[src/rtl/thread_wdog_pkg.sv]
// Package: shared encodings for the thread watchdog.
// Assumes: control word bit positions are fixed as listed here.
package thread_wdog_pkg;
    typedef enum logic {
        MODE_PER_THREAD = 1'b0,
        MODE_PER_BUSY   = 1'b1
    } wd_mode_e;

    localparam logic ADDR_CTRL  = 1'b0;
    localparam logic ADDR_LIMIT = 1'b1;

    localparam int CTRL_EN_BIT   = 0;
    localparam int CTRL_MODE_BIT = 1;
    localparam int CTRL_CLR_BIT  = 2;
endpackage

[src/rtl/thread_wdog_cfg.sv]
// Module: configuration and status registers of the watchdog.
// Holds enable, mode, limit and the sticky timeout flag.
// Assumes LIMIT_W >= 3 so the control bits fit in the write data.
module thread_wdog_cfg
    import thread_wdog_pkg::*;
#(
    parameter int LIMIT_W = 16
) (
    input  logic               clk,
    input  logic               rst_n,
    input  logic               wr_en,
    input  logic               addr,
    input  logic [LIMIT_W-1:0] wdata,
    input  logic               trip,
    output logic               en_q,
    output wd_mode_e           mode_q,
    output logic [LIMIT_W-1:0] limit_q,
    output logic               flag_q
);
    logic ctrl_wr;
    logic limit_wr;

    // Decode which register a write targets.
    always_comb begin
        ctrl_wr  = wr_en && (addr == ADDR_CTRL);
        limit_wr = wr_en && (addr == ADDR_LIMIT);
    end

    // Control word: enable and mode.
    always_ff @(posedge clk) begin
        if (!rst_n) begin
            en_q   <= 1'b0;
            mode_q <= MODE_PER_THREAD;
        end else if (ctrl_wr) begin
            en_q   <= wdata[CTRL_EN_BIT];
            mode_q <= wd_mode_e'(wdata[CTRL_MODE_BIT]);
        end
    end

    // Limit register; resets to the largest value.
    always_ff @(posedge clk) begin
        if (!rst_n) begin
            limit_q <= '1;
        end else if (limit_wr) begin
            limit_q <= wdata;
        end
    end

    // Sticky timeout flag; a new timeout wins over a clear in the same cycle.
    always_ff @(posedge clk) begin
        if (!rst_n) begin
            flag_q <= 1'b0;
        end else if (trip) begin
            flag_q <= 1'b1;
        end else if (ctrl_wr && wdata[CTRL_CLR_BIT]) begin
            flag_q <= 1'b0;
        end
    end
endmodule

[src/rtl/thread_wdog_counter.sv]
// Module: saturating microcycle counter of the watchdog.
// Restarts on disable, forced end, idle, and (per-thread mode) thread end.
// Assumes the engine status inputs are mutually consistent.
module thread_wdog_counter
    import thread_wdog_pkg::*;
#(
    parameter int CNT_W = 17
) (
    input  logic             clk,
    input  logic             rst_n,
    input  logic             en,
    input  wd_mode_e         mode,
    input  logic             busy,
    input  logic             thread_end,
    input  logic             idle,
    input  logic             stopped,
    input  logic             trip,
    output logic [CNT_W-1:0] cnt_q
);
    localparam logic [CNT_W-1:0] CNT_MAX = '1;

    logic restart;
    logic [CNT_W-1:0] cnt_inc;

    // Work out the restart condition and the saturated increment.
    always_comb begin
        restart = trip || idle ||
                  (thread_end && (mode == MODE_PER_THREAD));
        cnt_inc = (cnt_q == CNT_MAX) ? CNT_MAX : cnt_q + 1'b1;
    end

    // Count update: disable clears, stop holds, otherwise restart or count.
    always_ff @(posedge clk) begin
        if (!rst_n || !en) begin
            cnt_q <= '0;
        end else if (stopped) begin
            cnt_q <= cnt_q;
        end else if (restart) begin
            cnt_q <= '0;
        end else if (busy) begin
            cnt_q <= cnt_inc;
        end
    end
endmodule

[src/rtl/thread_wdog_trip.sv]
// Module: timeout decision of the watchdog.
// Fires on an instruction cycle whose count is above the limit.
// A limit passed while scheduling stays pending until the first instruction.
module thread_wdog_trip #(
    parameter int LIMIT_W = 16,
    parameter int CNT_W   = 17
) (
    input  logic               en,
    input  logic               stopped,
    input  logic               active,
    input  logic               sched,
    input  logic [CNT_W-1:0]   cnt,
    input  logic [LIMIT_W-1:0] limit,
    output logic               trip
);
    logic over;

    // Strict comparison: a count equal to the limit is still allowed.
    always_comb begin
        over = cnt > CNT_W'(limit);
        trip = en && !stopped && active && !sched && over;
    end
endmodule

[src/rtl/thread_wdog.sv]
// Module: thread execution watchdog, top level.
// Counts occupied microcycles and forces a thread end past the limit.
// Assumes one clock per microcycle and consistent engine status inputs.
module thread_wdog
    import thread_wdog_pkg::*;
#(
    parameter int LIMIT_W = 16
) (
    input  logic               clk,
    input  logic               rst_n,
    input  logic               cfg_wr_en,
    input  logic               cfg_addr,
    input  logic [LIMIT_W-1:0] cfg_wdata,
    input  logic               eng_active,
    input  logic               eng_sched,
    input  logic               eng_wait,
    input  logic               eng_thread_end,
    input  logic               eng_idle,
    input  logic               eng_stopped,
    output logic               force_end,
    output logic               exc_pulse,
    output logic               timeout_flag
);
    localparam int CNT_W = LIMIT_W + 1;

    logic               en_q;
    wd_mode_e           mode_q;
    logic [LIMIT_W-1:0] limit_q;
    logic [CNT_W-1:0]   cnt_q;
    logic               trip;
    logic               busy;

    // A cycle is occupied by a thread when scheduling, executing or stalled.
    always_comb begin
        busy = eng_active || eng_sched || eng_wait;
    end

    thread_wdog_cfg #(.LIMIT_W(LIMIT_W)) u_cfg (
        .clk     (clk),
        .rst_n   (rst_n),
        .wr_en   (cfg_wr_en),
        .addr    (cfg_addr),
        .wdata   (cfg_wdata),
        .trip    (trip),
        .en_q    (en_q),
        .mode_q  (mode_q),
        .limit_q (limit_q),
        .flag_q  (timeout_flag)
    );

    thread_wdog_counter #(.CNT_W(CNT_W)) u_cnt (
        .clk        (clk),
        .rst_n      (rst_n),
        .en         (en_q),
        .mode       (mode_q),
        .busy       (busy),
        .thread_end (eng_thread_end),
        .idle       (eng_idle),
        .stopped    (eng_stopped),
        .trip       (trip),
        .cnt_q      (cnt_q)
    );

    thread_wdog_trip #(.LIMIT_W(LIMIT_W), .CNT_W(CNT_W)) u_trip (
        .en      (en_q),
        .stopped (eng_stopped),
        .active  (eng_active),
        .sched   (eng_sched),
        .cnt     (cnt_q),
        .limit   (limit_q),
        .trip    (trip)
    );

    // The forced end and the exception share one timeout event.
    always_comb begin
        force_end = trip;
        exc_pulse = trip;
    end
endmodule

[config.mk]
export PLATFORM = sky130hd
export DESIGN_NAME = thread_wdog
export DESIGN_NICKNAME = d
export VERILOG_FILES = /design/src/rtl/thread_wdog_pkg.sv /design/src/rtl/thread_wdog_cfg.sv /design/src/rtl/thread_wdog_counter.sv /design/src/rtl/thread_wdog_trip.sv /design/src/rtl/thread_wdog.sv
export SDC_FILE = /design/constraint.sdc
export NUM_CORES = 1
export LEC_CHECK = 0
export BUFFER_PORTS_ARGS = -buffer_cell sky130_fd_sc_hd__buf_4
export CAP_MARGIN = 30
export CORE_MARGIN = 2
export CORE_UTILIZATION = 45
export CTS_CLUSTER_DIAMETER = 30
export CTS_CLUSTER_SIZE = 25
export DETAILED_ROUTE_END_ITERATION = 10
export SLEW_MARGIN = 20
export SYNTH_ARGS = -nofsm -noshare
export SYNTH_HDL_FRONTEND = slang
export SYNTH_SLANG_ARGS = --single-unit
[constraint.sdc]
create_clock -name clk -period 2.9 [get_ports clk]
set_clock_uncertainty 0.05 [all_clocks]
set_input_delay 0.29 -clock clk [delete_from_list [all_inputs] [get_ports clk]]
set_output_delay 0.29 -clock clk [all_outputs]
set_load 0.03 [all_outputs]
==> impl_metrics.csv, run 1 <==
group,metric,value,unit
run_status,run_status,"completed",
clock_network,post_cts_buffers,0,
worst_setup_path,critical_path.startpoint_type,"register",
placed_design,dp_worst_setup_slack,0.3469,ns
drt,wire_per_inst,14.69,um
timing,final_hold_viol_count,0,
synthesis,ys_async_sr_fraction,0,%
worst_setup_path,worst-setup-path-type,"reg -> out",
drt,dr_total_vias,1876,
global_routing,track_usage,20.37,%
synthesis,ys.flop_type,"sky130_fd_sc_hd__dfxtp_1",
global_routing,via_count_of_the_first_global_routing_pass,1723,
worst_setup_path,crit_arrival,2.44,ns
drt,remaining_drc_errors,0,
cells_and_area,fin_area,2476,um2
floorplanning,starting_utilization_of_the_core_area,47.35,%
floorplanning,core-area,4444,um2
drt,detailedRoute.firstPassIterationCount,4,
synthesis,synth_sequential_area_ratio,34.24,%
clock_network,clock_tree.root_cell,"sky130_fd_sc_hd__clkbuf_8",
synthesis,yosysTopAreaCell,"sky130_fd_sc_hd__dfxtp_1",
global_routing,globalRoute.totalOverflow,0,
cells_and_area,fin_nets,329,
synthesis,synth_enable_flop_cells,0,
worst_setup_path,r2r_cells,8,
timing,max_slew.worst_pin.slew,0.6743,ns
drt,dr.first_iter.drc_count,111,
clock_network,clock_latency,0.29,ns
cells_and_area,antenna_cells,0,
floorplanning,num_rows,24,
timing,setup_tns,0,ns
clock_network,cts_num_sinks,36,
clock_network,postCtsHoldBufs,0,
placed_design,io_buffers,28,
floorplanning,dieHeight,72.39,um
clock_network,clk_pin_slew,0.07,ns
global_routing,global_route_wire_length_before_repair,8.273,mm
worst_setup_path,ff2ff_setup_slack,0.36,ns
timing,final-setup-viol-count,0,
drt,detail-route-antenna-nets,0,
synthesis,synth_largest_type_area_fraction,34.24,%
synthesis,synthCells,256,
worst_setup_path,worst-endpoint-required,2.56,ns
worst_setup_path,crit_path_end_kind,"output pin",
synthesis,synth_cell_type_count,41,
global_routing,grt_max_degree,33,
pwr,max-vdd-ir-drop,244.4,uV
timing,worst_setup_margin,0.1245,ns
timing,finalCritPeriodShare,95.71,%
placed_design,dpl-instance-area,2346,um2
timing,final.min_clock_period,2.776,ns
drt,vias_per_cell,5.550,
placed_design,dp_hpwl,3.494,mm
floorplanning,die-area,5240,um2
clock_network,number_of_gates_given_a_new_drive_strength_after_cts,0,
hold_path,hold_class,"in -> reg",
timing,fmaxAchievable,360.3,MHz
cells_and_area,layout.filler_cells,440,
flow_run,cap_viol_max_count,0,
clock_network,clock_tree.buffer_depth,2,
clock_network,tritoncts,"done",
synthesis,ys_warn_count,0,
synthesis,ys_ff_latch,36,
synthesis,synth_area_per_cell,8.221,um2
worst_setup_path,timing.critical_path.fanout_max,9,
cells_and_area,drive_gt1_share,18.88,%
floorplanning,io_pins,29,
worst_setup_path,crit-reg2reg-launch,"u_cnt.cnt_q[14]$_SDFFE_PP0P_",
pwr,fin_total_pwr,1.006,mW
drt,routed_wl,4.964,mm
worst_setup_path,setup.worst_path.start,"u_cnt.cnt_q[14]$_SDFFE_PP0P_",
worst_setup_path,setup.worst_path.end,"force_end",
timing,rsz_0062_raised_after_global_routing,"false",
clock_network,cts-htree-levels,2,
clock_network,total_cts_buffers,5,
cells_and_area,area.growth.synth_to_final,17.66,%
timing,slew-limit-headroom,55.05,%
synthesis,synthTopCellsByArea,"sky130_fd_sc_hd__dfxtp_1, sky130_fd_sc_hd__ha_1, sky130_fd_sc_hd__o211ai_1, sky130_fd_sc_hd__nand2_1, sky130_fd_sc_hd__inv_1",
synthesis,mappedNetlistNets,299,
global_routing,antenna_found_initial,0,
pwr,cellLeakagePower,1.116,nW
placed_design,gp_congestion,0.8251,
synthesis,mappedNetlistArea,2105,um2
pwr,pwr_density_cell,406.1,nW/um2
worst_setup_path,worst_r2r_endpoint,"u_cnt.cnt_q[7]$_SDFFE_PP0P_",
timing,slew_violations,0,
floorplanning,chipWidth,72.39,um
through the flow:
step,utilization (%),hold slack (ns),instances
finish,55.72,0.1694,338
CTS,54.96,0.1649,334
floorplan,-,0.3782,256
detailed placement,52.79,0.4393,327
global route,55.72,0.1716,338
global placement,52.79,0.4401,327
power breakdown:
group	leakage (nW)	internal [mW]	switching (mW)
Combinational	0.772	0.0470	0.0510
Clock	0.0503	0.212	0.181
Sequential	0.294	0.510	0.00505
Total	1.12	0.769	0.237
synthesized netlist by cell type, types with 3 or more instances:
library cell	number
sky130_fd_sc_hd__a21oi_1	7
sky130_fd_sc_hd__a31oi_1	12
sky130_fd_sc_hd__and3_1	6
sky130_fd_sc_hd__clkbuf_1	9
sky130_fd_sc_hd__dfxtp_1	36
sky130_fd_sc_hd__ha_1	17
sky130_fd_sc_hd__inv_1	27
sky130_fd_sc_hd__nand2_1	32
sky130_fd_sc_hd__nand3_1	18
sky130_fd_sc_hd__nand4_1	4
sky130_fd_sc_hd__nor2_1	12
sky130_fd_sc_hd__nor2b_1	3
sky130_fd_sc_hd__nor3_1	3
sky130_fd_sc_hd__o211ai_1	18
sky130_fd_sc_hd__o21ai_0	13
sky130_fd_sc_hd__o21ai_1	5
worst min-delay path by stage:
| stage | from | to | cells past startpoint |
|---|---|---|---|
| floorplan | cfg_wdata[0] | u_cfg.limit_q[0]$_SDFFE_PN1P_ | 2 |
| global placement | u_cfg.limit_q[0]$_SDFFE_PN1P_ | u_cfg.limit_q[0]$_SDFFE_PN1P_ | 2 |
| detailed placement | u_cfg.flag_q$_SDFFE_PN0P_ | u_cfg.flag_q$_SDFFE_PN0P_ | 2 |
| CTS | cfg_wdata[5] | u_cfg.limit_q[5]$_SDFFE_PN1P_ | 3 |
| global route | cfg_wdata[3] | u_cfg.limit_q[3]$_SDFFE_PN1P_ | 3 |
| finish | cfg_wdata[5] | u_cfg.limit_q[5]$_SDFFE_PN1P_ | 3 |
state kept, by name, summed over array words and instances, names as in the netlist:
register	count
u_cfg.en_q	1
u_cfg.flag_q	1
u_cfg.limit_q	16
u_cfg.mode_q	1
u_cnt.cnt_q	17
cells by family after synthesis:
kind of cell | Yosys count | synth area share (%)
and+or+nand+nor | 90 | 22.00
AOI/OAI and AO/OA | 71 | 24.85
buffers and inverters | 40 | 7.847
DFF | 36 | 34.24
adders and majority gates | 17 | 10.11
muxes | 2 | 0.9513
cell usage in the layout (no fill, tap or decap), types with 2 or more instances in the layout:
| cell | count |
|---|---|
| sky130_fd_sc_hd__a211oi_1 | 2 |
| sky130_fd_sc_hd__a21o_1 | 2 |
| sky130_fd_sc_hd__a21oi_1 | 7 |
| sky130_fd_sc_hd__a311oi_2 | 2 |
| sky130_fd_sc_hd__a31oi_1 | 12 |
| sky130_fd_sc_hd__and2_1 | 2 |
| sky130_fd_sc_hd__and3_1 | 6 |
| sky130_fd_sc_hd__buf_4 | 35 |
| sky130_fd_sc_hd__clkbuf_8 | 7 |
| sky130_fd_sc_hd__dfxtp_1 | 36 |
| sky130_fd_sc_hd__ha_1 | 17 |
| sky130_fd_sc_hd__inv_1 | 27 |
| sky130_fd_sc_hd__mux2i_1 | 2 |
| sky130_fd_sc_hd__nand2_1 | 32 |
| sky130_fd_sc_hd__nand3_1 | 18 |
| sky130_fd_sc_hd__nand4_1 | 4 |
| sky130_fd_sc_hd__nor2_1 | 12 |
| sky130_fd_sc_hd__nor2b_1 | 3 |
| sky130_fd_sc_hd__nor3_1 | 3 |
| sky130_fd_sc_hd__nor3_2 | 2 |
| sky130_fd_sc_hd__o211ai_1 | 18 |
| sky130_fd_sc_hd__o21ai_0 | 13 |
| sky130_fd_sc_hd__o21ai_1 | 5 |
| sky130_fd_sc_hd__o21bai_1 | 2 |
| sky130_fd_sc_hd__or3_1 | 2 |
area by class of cell:
class                      instances  area [um2]  share of cell area, %
timing repair buffer              35       262.8                  10.61
tap                               52       65.06                  2.628
inverter                          27       101.3                  4.093
multi-input combinational        181        1230                  49.67
sequential                        36       720.7                  29.11
clock buffer                       7       96.34                  3.891
critical path, cell delays in order (launching register included):
cell and delay (ns):
sky130_fd_sc_hd__dfxtp_1 0.34, sky130_fd_sc_hd__ha_1 0.35, sky130_fd_sc_hd__nand4b_4 0.13, sky130_fd_sc_hd__or4_4 0.57, sky130_fd_sc_hd__a31o_1 0.25, sky130_fd_sc_hd__a41o_4 0.26
sky130_fd_sc_hd__inv_1 0.08, sky130_fd_sc_hd__buf_4 0.15
routing by layer:
metal  GRT usage, %  part of all wire [%]  vias up
met5              0                     0        -
met1          27.69                    48      842
li1               -                     -      981
met3          3.750                   4.5        8
met4          7.613                   1.4        0
met2          32.21                    46       45
No activity file was read; power rests on OpenSTA's default activity.
==> inputs of run 2 (changes only) <==
- BUFFER_PORTS_ARGS: -buffer_cell sky130_fd_sc_hd__buf_4 -> -buffer_cell sky130_fd_sc_hd__buf_2
- CAP_MARGIN: 30 -> 15
- RECOVER_POWER: default -> 25
==> impl_metrics.csv, run 2 (same netlist as run 1, synthesis figures left out) <==
group,metric,value,unit
floorplanning,die-area,5240,um2
cells_and_area,final_common_cell,"sky130_fd_sc_hd__dfxtp_1",
drt,detail-route-antenna-nets,0,
flow_run,cap_viol_max_count,0,
cells_and_area,top_regs,"u_cnt.cnt_q (17), u_cfg.limit_q (16)",
timing,worst_setup_margin,0.1191,ns
cells_and_area,drive_gt1_share,19.10,%
placed_design,gp_congestion,0.8368,
worst_setup_path,crit_arrival,2.44,ns
worst_setup_path,worst-endpoint-required,2.56,ns
floorplanning,chipWidth,72.39,um
timing,max_slew.worst_pin.slew,1.437,ns
drt,vias_per_cell,5.479,
worst_setup_path,crit_top_cell,"sky130_fd_sc_hd__inv_1",
clock_network,cts-htree-levels,2,
global_routing,global_route_wire_length_before_repair,7.741,mm
cells_and_area,mostFrequentLayoutCells,"sky130_fd_sc_hd__dfxtp_1, sky130_fd_sc_hd__nand2_1, sky130_fd_sc_hd__inv_1, sky130_fd_sc_hd__buf_2",
clock_network,tritoncts,"done",
floorplanning,starting_utilization_of_the_core_area,47.35,%
placed_design,io_buffers,28,
cells_and_area,fin_nets,330,
run_status,run_status,"completed",
cells_and_area,area.growth.synth_to_final,14.68,%
drt,dr.first_iter.drc_count,67,
pwr,pwr_density_cell,401.4,nW/um2
timing,rsz_0062_raised_after_global_routing,"false",
timing,fmaxAchievable,359.6,MHz
cells_and_area,antenna_cells,0,
drt,dr_total_vias,1863,
clock_network,clk_pin_slew,0.07,ns
drt,detailedRoute.firstPassIterationCount,5,
timing,slew_violations,0,
worst_setup_path,crit_path_end_kind,"output pin",
timing,finalCritPeriodShare,95.89,%
cells_and_area,register_containing_the_most_flip_flops_in_the_final_layout,"u_cnt.cnt_q",
clock_network,total_cts_buffers,5,
floorplanning,core-area,4444,um2
cells_and_area,number_of_flip_flops_under_the_largest_register_name,17,
global_routing,grt_max_degree,33,
clock_network,clock_latency,0.29,ns
worst_setup_path,cp_slowest_cell,"sky130_fd_sc_hd__or4_4",
worst_setup_path,critical_path.startpoint_type,"register",
timing,final-setup-viol-count,0,
floorplanning,dieHeight,72.39,um
pwr,cellLeakagePower,1.093,nW
worst_setup_path,cp.buffers_inverters,3,
floorplanning,io_pins,29,
placed_design,dp_worst_setup_slack,0.3595,ns
worst_setup_path,crit_family,"simple AND/OR/NAND/NOR gates",
timing,final.min_clock_period,2.781,ns
drt,remaining_drc_errors,0,
clock_network,clock_tree.root_cell,"sky130_fd_sc_hd__clkbuf_8",
drt,wire_per_inst,14.16,um
drt,routed_wl,4.815,mm
clock_network,cts_num_sinks,36,
timing,slew-limit-headroom,4.150,%
cells_and_area,layout.filler_cells,430,
hold_path,hold_class,"in -> reg",
clock_network,clock_tree.buffer_depth,2,
global_routing,antenna_found_initial,0,
global_routing,globalRoute.totalOverflow,0,
global_routing,via_count_of_the_first_global_routing_pass,1667,
worst_setup_path,timing.critical_path.fanout_max,6,
worst_setup_path,critical_path.max_stage_delay,0.58,ns
floorplanning,num_rows,24,
timing,setup_tns,0,ns
worst_setup_path,worst-setup-path-type,"reg -> out",
placed_design,dp_hpwl,3.403,mm
timing,final_hold_viol_count,0,
global_routing,track_usage,19.09,%
worst_setup_path,crit_path_cell_trace,"inv_1 > ha_1 > nand4b_4 > or4_4 > a31o_1 > a41o_4 > inv_1 > clkbuf_4",
pwr,max-vdd-ir-drop,306.0,uV
run 2: path summary, 6_finish.rpt:
check                                       from                             end  slack [ns]  cells after the start
setup / recovery  u_cfg.limit_q[14]$_SDFFE_PN1P_                       exc_pulse        0.12                      8
setup reg to reg  u_cfg.limit_q[14]$_SDFFE_PN1P_     u_cnt.cnt_q[7]$_SDFFE_PP0P_        0.39                      9
hold / removal                     cfg_wdata[10]  u_cfg.limit_q[10]$_SDFFE_PN1P_        0.17                      3
hold reg to reg        u_cfg.flag_q$_SDFFE_PN0P_       u_cfg.flag_q$_SDFFE_PN0P_        0.44                      2
run 2: what timing repair did:
action	4_1_cts	5_1_grt
gates resized for setup	0	2
endpoints found under the hold margin	0	0
endpoints found under the setup margin	0	2
hold buffers	0	0
buffers inserted	0	4
run 2: worst reg2reg max path: cells and delay by family, from the launching register on:
family	cells	cell delay, ns
and+or+nand+nor	2	0.70
adders and majority gates	1	0.33
AOI/OAI and AO/OA	4	0.86
DFF	1	0.31
buffers and inverters	2	0.18
run 2: per-layer routing:
layer / track usage, % / share of wire, %
met2: 30.58 / 45
met5: 0 / 0
met4: 7.407 / 1.4
met3: 3.333 / 3.4
met1: 25.64 / 50
run 2: cell type report:
type / count / area [um2] / area share (%)
clock inverters: 2 / 10.01 / 0.4147
flip-flops and latches: 36 / 720.7 / 29.86
clock buffers: 6 / 82.58 / 3.421
inverters: 27 / 101.3 / 4.199
multi-input cells: 181 / 1230 / 50.96
repair buffers: 36 / 203.9 / 8.450
well taps: 52 / 65.06 / 2.696
run 2: where the power goes:
part	switching, mW	leakage (nW)	internal [mW]
clock	0.177	0.0510	0.190
combinational	0.0500	0.748	0.0370
sequential	0.00520	0.294	0.510
total	0.232	1.09	0.737
run 2: through the flow:
step           hold slack, ns  util (%)  instances  cell area, um2  total power [mW]
4_1_cts                0.1670     53.29        335            2369            0.9840
6_report               0.1739     54.31        340            2414            0.9688
5_1_grt                0.1727     54.31        340            2414             1.016
3_5_place_dp           0.4274     51.21        327            2276            0.6137
3_3_place_gp           0.4391     51.21        327            2276            0.6132
2_1_floorplan          0.3782         -        256            2105            0.5829
==> inputs of run 3 (changes only) <==
- BUFFER_PORTS_ARGS: -buffer_cell sky130_fd_sc_hd__buf_2 -> default
- DONT_BUFFER_PORTS: default -> 1
==> impl_metrics.csv, run 3 (same netlist as run 1, synthesis figures left out) <==
group,metric,value,unit
drt,routed_wl,4.803,mm
clock_network,postCtsHoldBufs,0,
cells_and_area,post_layout_nonfiller_instances,308,
drt,dr_total_vias,1786,
global_routing,grt_max_degree,33,
floorplanning,dieHeight,72.39,um
placed_design,dpl-instance-area,2136,um2
clock_network,tritoncts,"done",
run_status,run_status,"completed",
cells_and_area,fin_util,50.70,%
worst_setup_path,crit_path_cell_trace,"inv_1 > ha_1 > nand4b_4 > or4_4 > a31o_1 > a41o_4 > inv_1 > buf_6",
worst_setup_path,crit_family,"simple AND/OR/NAND/NOR gates",
clock_network,cts-htree-levels,2,
cells_and_area,fin_area,2253,um2
cells_and_area,mostFrequentLayoutCells,"sky130_fd_sc_hd__dfxtp_1, sky130_fd_sc_hd__nand2_1, sky130_fd_sc_hd__inv_1, sky130_fd_sc_hd__nand3_1, sky130_fd_sc_hd__o211ai_1",
cells_and_area,area.growth.synth_to_final,7.075,%
floorplanning,chipWidth,72.39,um
cells_and_area,fin_nets,298,
clock_network,clock_tree.root_cell,"sky130_fd_sc_hd__clkbuf_8",
worst_setup_path,critical_path.startpoint_type,"register",
timing,final-setup-viol-count,0,
timing,max_slew.worst_pin.slew,1.424,ns
drt,detail-route-antenna-nets,0,
flow_run,cap_viol_max_count,0,
worst_setup_path,cp_slowest_cell,"sky130_fd_sc_hd__or4_4",
drt,vias_per_cell,5.799,
timing,final.min_clock_period,2.814,ns
timing,finalCritPeriodShare,97.03,%
worst_setup_path,crit_arrival,2.47,ns
worst_setup_path,critical_path.max_stage_delay,0.58,ns
pwr,pwr_density_cell,424.3,nW/um2
timing,final_hold_viol_count,0,
worst_setup_path,worst-setup-path-type,"reg -> out",
placed_design,dp_worst_setup_slack,0.3496,ns
hold_path,hold_class,"in -> reg",
clock_network,clk_pin_slew,0.07,ns
cells_and_area,antenna_cells,0,
placed_design,io_buffers,0,
floorplanning,starting_utilization_of_the_core_area,47.35,%
cells_and_area,number_of_flip_flops_under_the_largest_register_name,17,
worst_setup_path,crit_top_cell,"sky130_fd_sc_hd__inv_1",
worst_setup_path,cp.buffers_inverters,3,
timing,slew_violations,0,
global_routing,antenna_found_initial,0,
clock_network,total_cts_buffers,5,
cells_and_area,layout.filler_cells,454,
drt,remaining_drc_errors,0,
floorplanning,io_pins,29,
cells_and_area,top_regs,"u_cnt.cnt_q (17), u_cfg.limit_q (16)",
drt,dr.first_iter.drc_count,115,
worst_setup_path,timing.critical_path.fanout_max,12,
placed_design,placed_cells_incl_taps,299,
worst_setup_path,worst-endpoint-required,2.56,ns
pwr,cellLeakagePower,0.9602,nW
timing,fmaxAchievable,355.4,MHz
timing,worst_setup_margin,0.08622,ns
placed_design,dp_hpwl,3.499,mm
floorplanning,num_rows,24,
pwr,max-vdd-ir-drop,240.7,uV
global_routing,global_route_wire_length_before_repair,7.824,mm
clock_network,clock_tree.buffer_depth,2,
timing,setup_tns,0,ns
floorplanning,core-area,4444,um2
timing,slew-limit-headroom,5.038,%
global_routing,via_count_of_the_first_global_routing_pass,1687,
drt,detailedRoute.firstPassIterationCount,4,
clock_network,clock_latency,0.29,ns
drt,wire_per_inst,15.59,um
placed_design,gp_congestion,0.8646,
cells_and_area,register_containing_the_most_flip_flops_in_the_final_layout,"u_cnt.cnt_q",
cells_and_area,drive_gt1_share,8.984,%
cells_and_area,final_common_cell,"sky130_fd_sc_hd__dfxtp_1",
clock_network,cts_num_sinks,36,
global_routing,track_usage,19.38,%
global_routing,globalRoute.totalOverflow,0,
floorplanning,die-area,5240,um2
worst_setup_path,crit_path_end_kind,"output pin",
run 3: changes by cell type in the layout (fill, tap and decap cells not counted):
cell | before | now
sky130_fd_sc_hd__buf_2 | 25 | 0
sky130_fd_sc_hd__buf_4 | 8 | 3
sky130_fd_sc_hd__buf_6 | 0 | 1
sky130_fd_sc_hd__clkbuf_1 | 1 | 2
sky130_fd_sc_hd__clkbuf_4 | 2 | 0
sky130_fd_sc_hd__clkinv_2 | 2 | 0
sky130_fd_sc_hd__ha_1 | 17 | 16
sky130_fd_sc_hd__ha_4 | 0 | 1
run 3: path summary, 6_finish.rpt:
kind | end | slack, ns | depth (start not counted) | start
max | exc_pulse | 0.09 | 8 | u_cfg.limit_q[15]$_SDFFE_PN1P_
min | u_cfg.limit_q[4]$_SDFFE_PN1P_ | 0.04 | 1 | rst_n
max reg2reg | u_cnt.cnt_q[7]$_SDFFE_PP0P_ | 0.42 | 8 | u_cfg.limit_q[15]$_SDFFE_PN1P_
min reg2reg | u_cfg.limit_q[15]$_SDFFE_PN1P_ | 0.45 | 2 | u_cfg.limit_q[15]$_SDFFE_PN1P_
run 3: layout make-up:
| class | instances | area [um2] | area share, % |
|---|---|---|---|
| inverter | 27 | 101.3 | 4.497 |
| tap | 52 | 65.06 | 2.887 |
| sequential | 36 | 720.7 | 31.98 |
| multi-input combinational | 181 | 1242 | 55.14 |
| clock buffer | 8 | 90.09 | 3.998 |
| timing repair buffer | 4 | 33.78 | 1.499 |
run 3: power breakdown:
part           leakage (nW)  internal [mW]  switching, mW
combinational         0.621         0.0264         0.0402
sequential            0.294          0.510        0.00540
clock                0.0455          0.194          0.180
total                 0.960          0.730          0.226
run 3: repair_timing:
| action | in CTS | in global routing |
|---|---|---|
| gates resized for setup | 0 | 2 |
| setup buffers | 0 | 0 |
| endpoints found under the setup margin | 0 | 2 |
run 3: per-layer routing:
metal / vias to the layer above / part of all wire (%) / track usage (%)
met5: - / 0 / 0
met4: 0 / 2.0 / 8.025
met3: 11 / 5.5 / 3.472
met2: 46 / 47 / 32.01
met1: 805 / 46 / 24.96
li1: 924 / - / -
run 3: worst register-to-register path: stages, from the launching register on:
cell	delay (ns)
sky130_fd_sc_hd__dfxtp_1	0.31
sky130_fd_sc_hd__inv_1	0.04
sky130_fd_sc_hd__ha_1	0.33
sky130_fd_sc_hd__nand4b_4	0.13
sky130_fd_sc_hd__or4_4	0.58
sky130_fd_sc_hd__o31ai_4	0.30
sky130_fd_sc_hd__a41o_4	0.24
sky130_fd_sc_hd__o2111ai_4	0.21
sky130_fd_sc_hd__a311oi_2	0.22
run 3: through the flow:
step           hold WS [ns]  total power, mW
2_1_floorplan        0.3782           0.5829
3_3_place_gp         0.3344           0.5907
3_5_place_dp         0.3359           0.5928
4_1_cts             0.03116           0.9646
5_1_grt             0.03635           0.9968
6_report            0.03622           0.9561
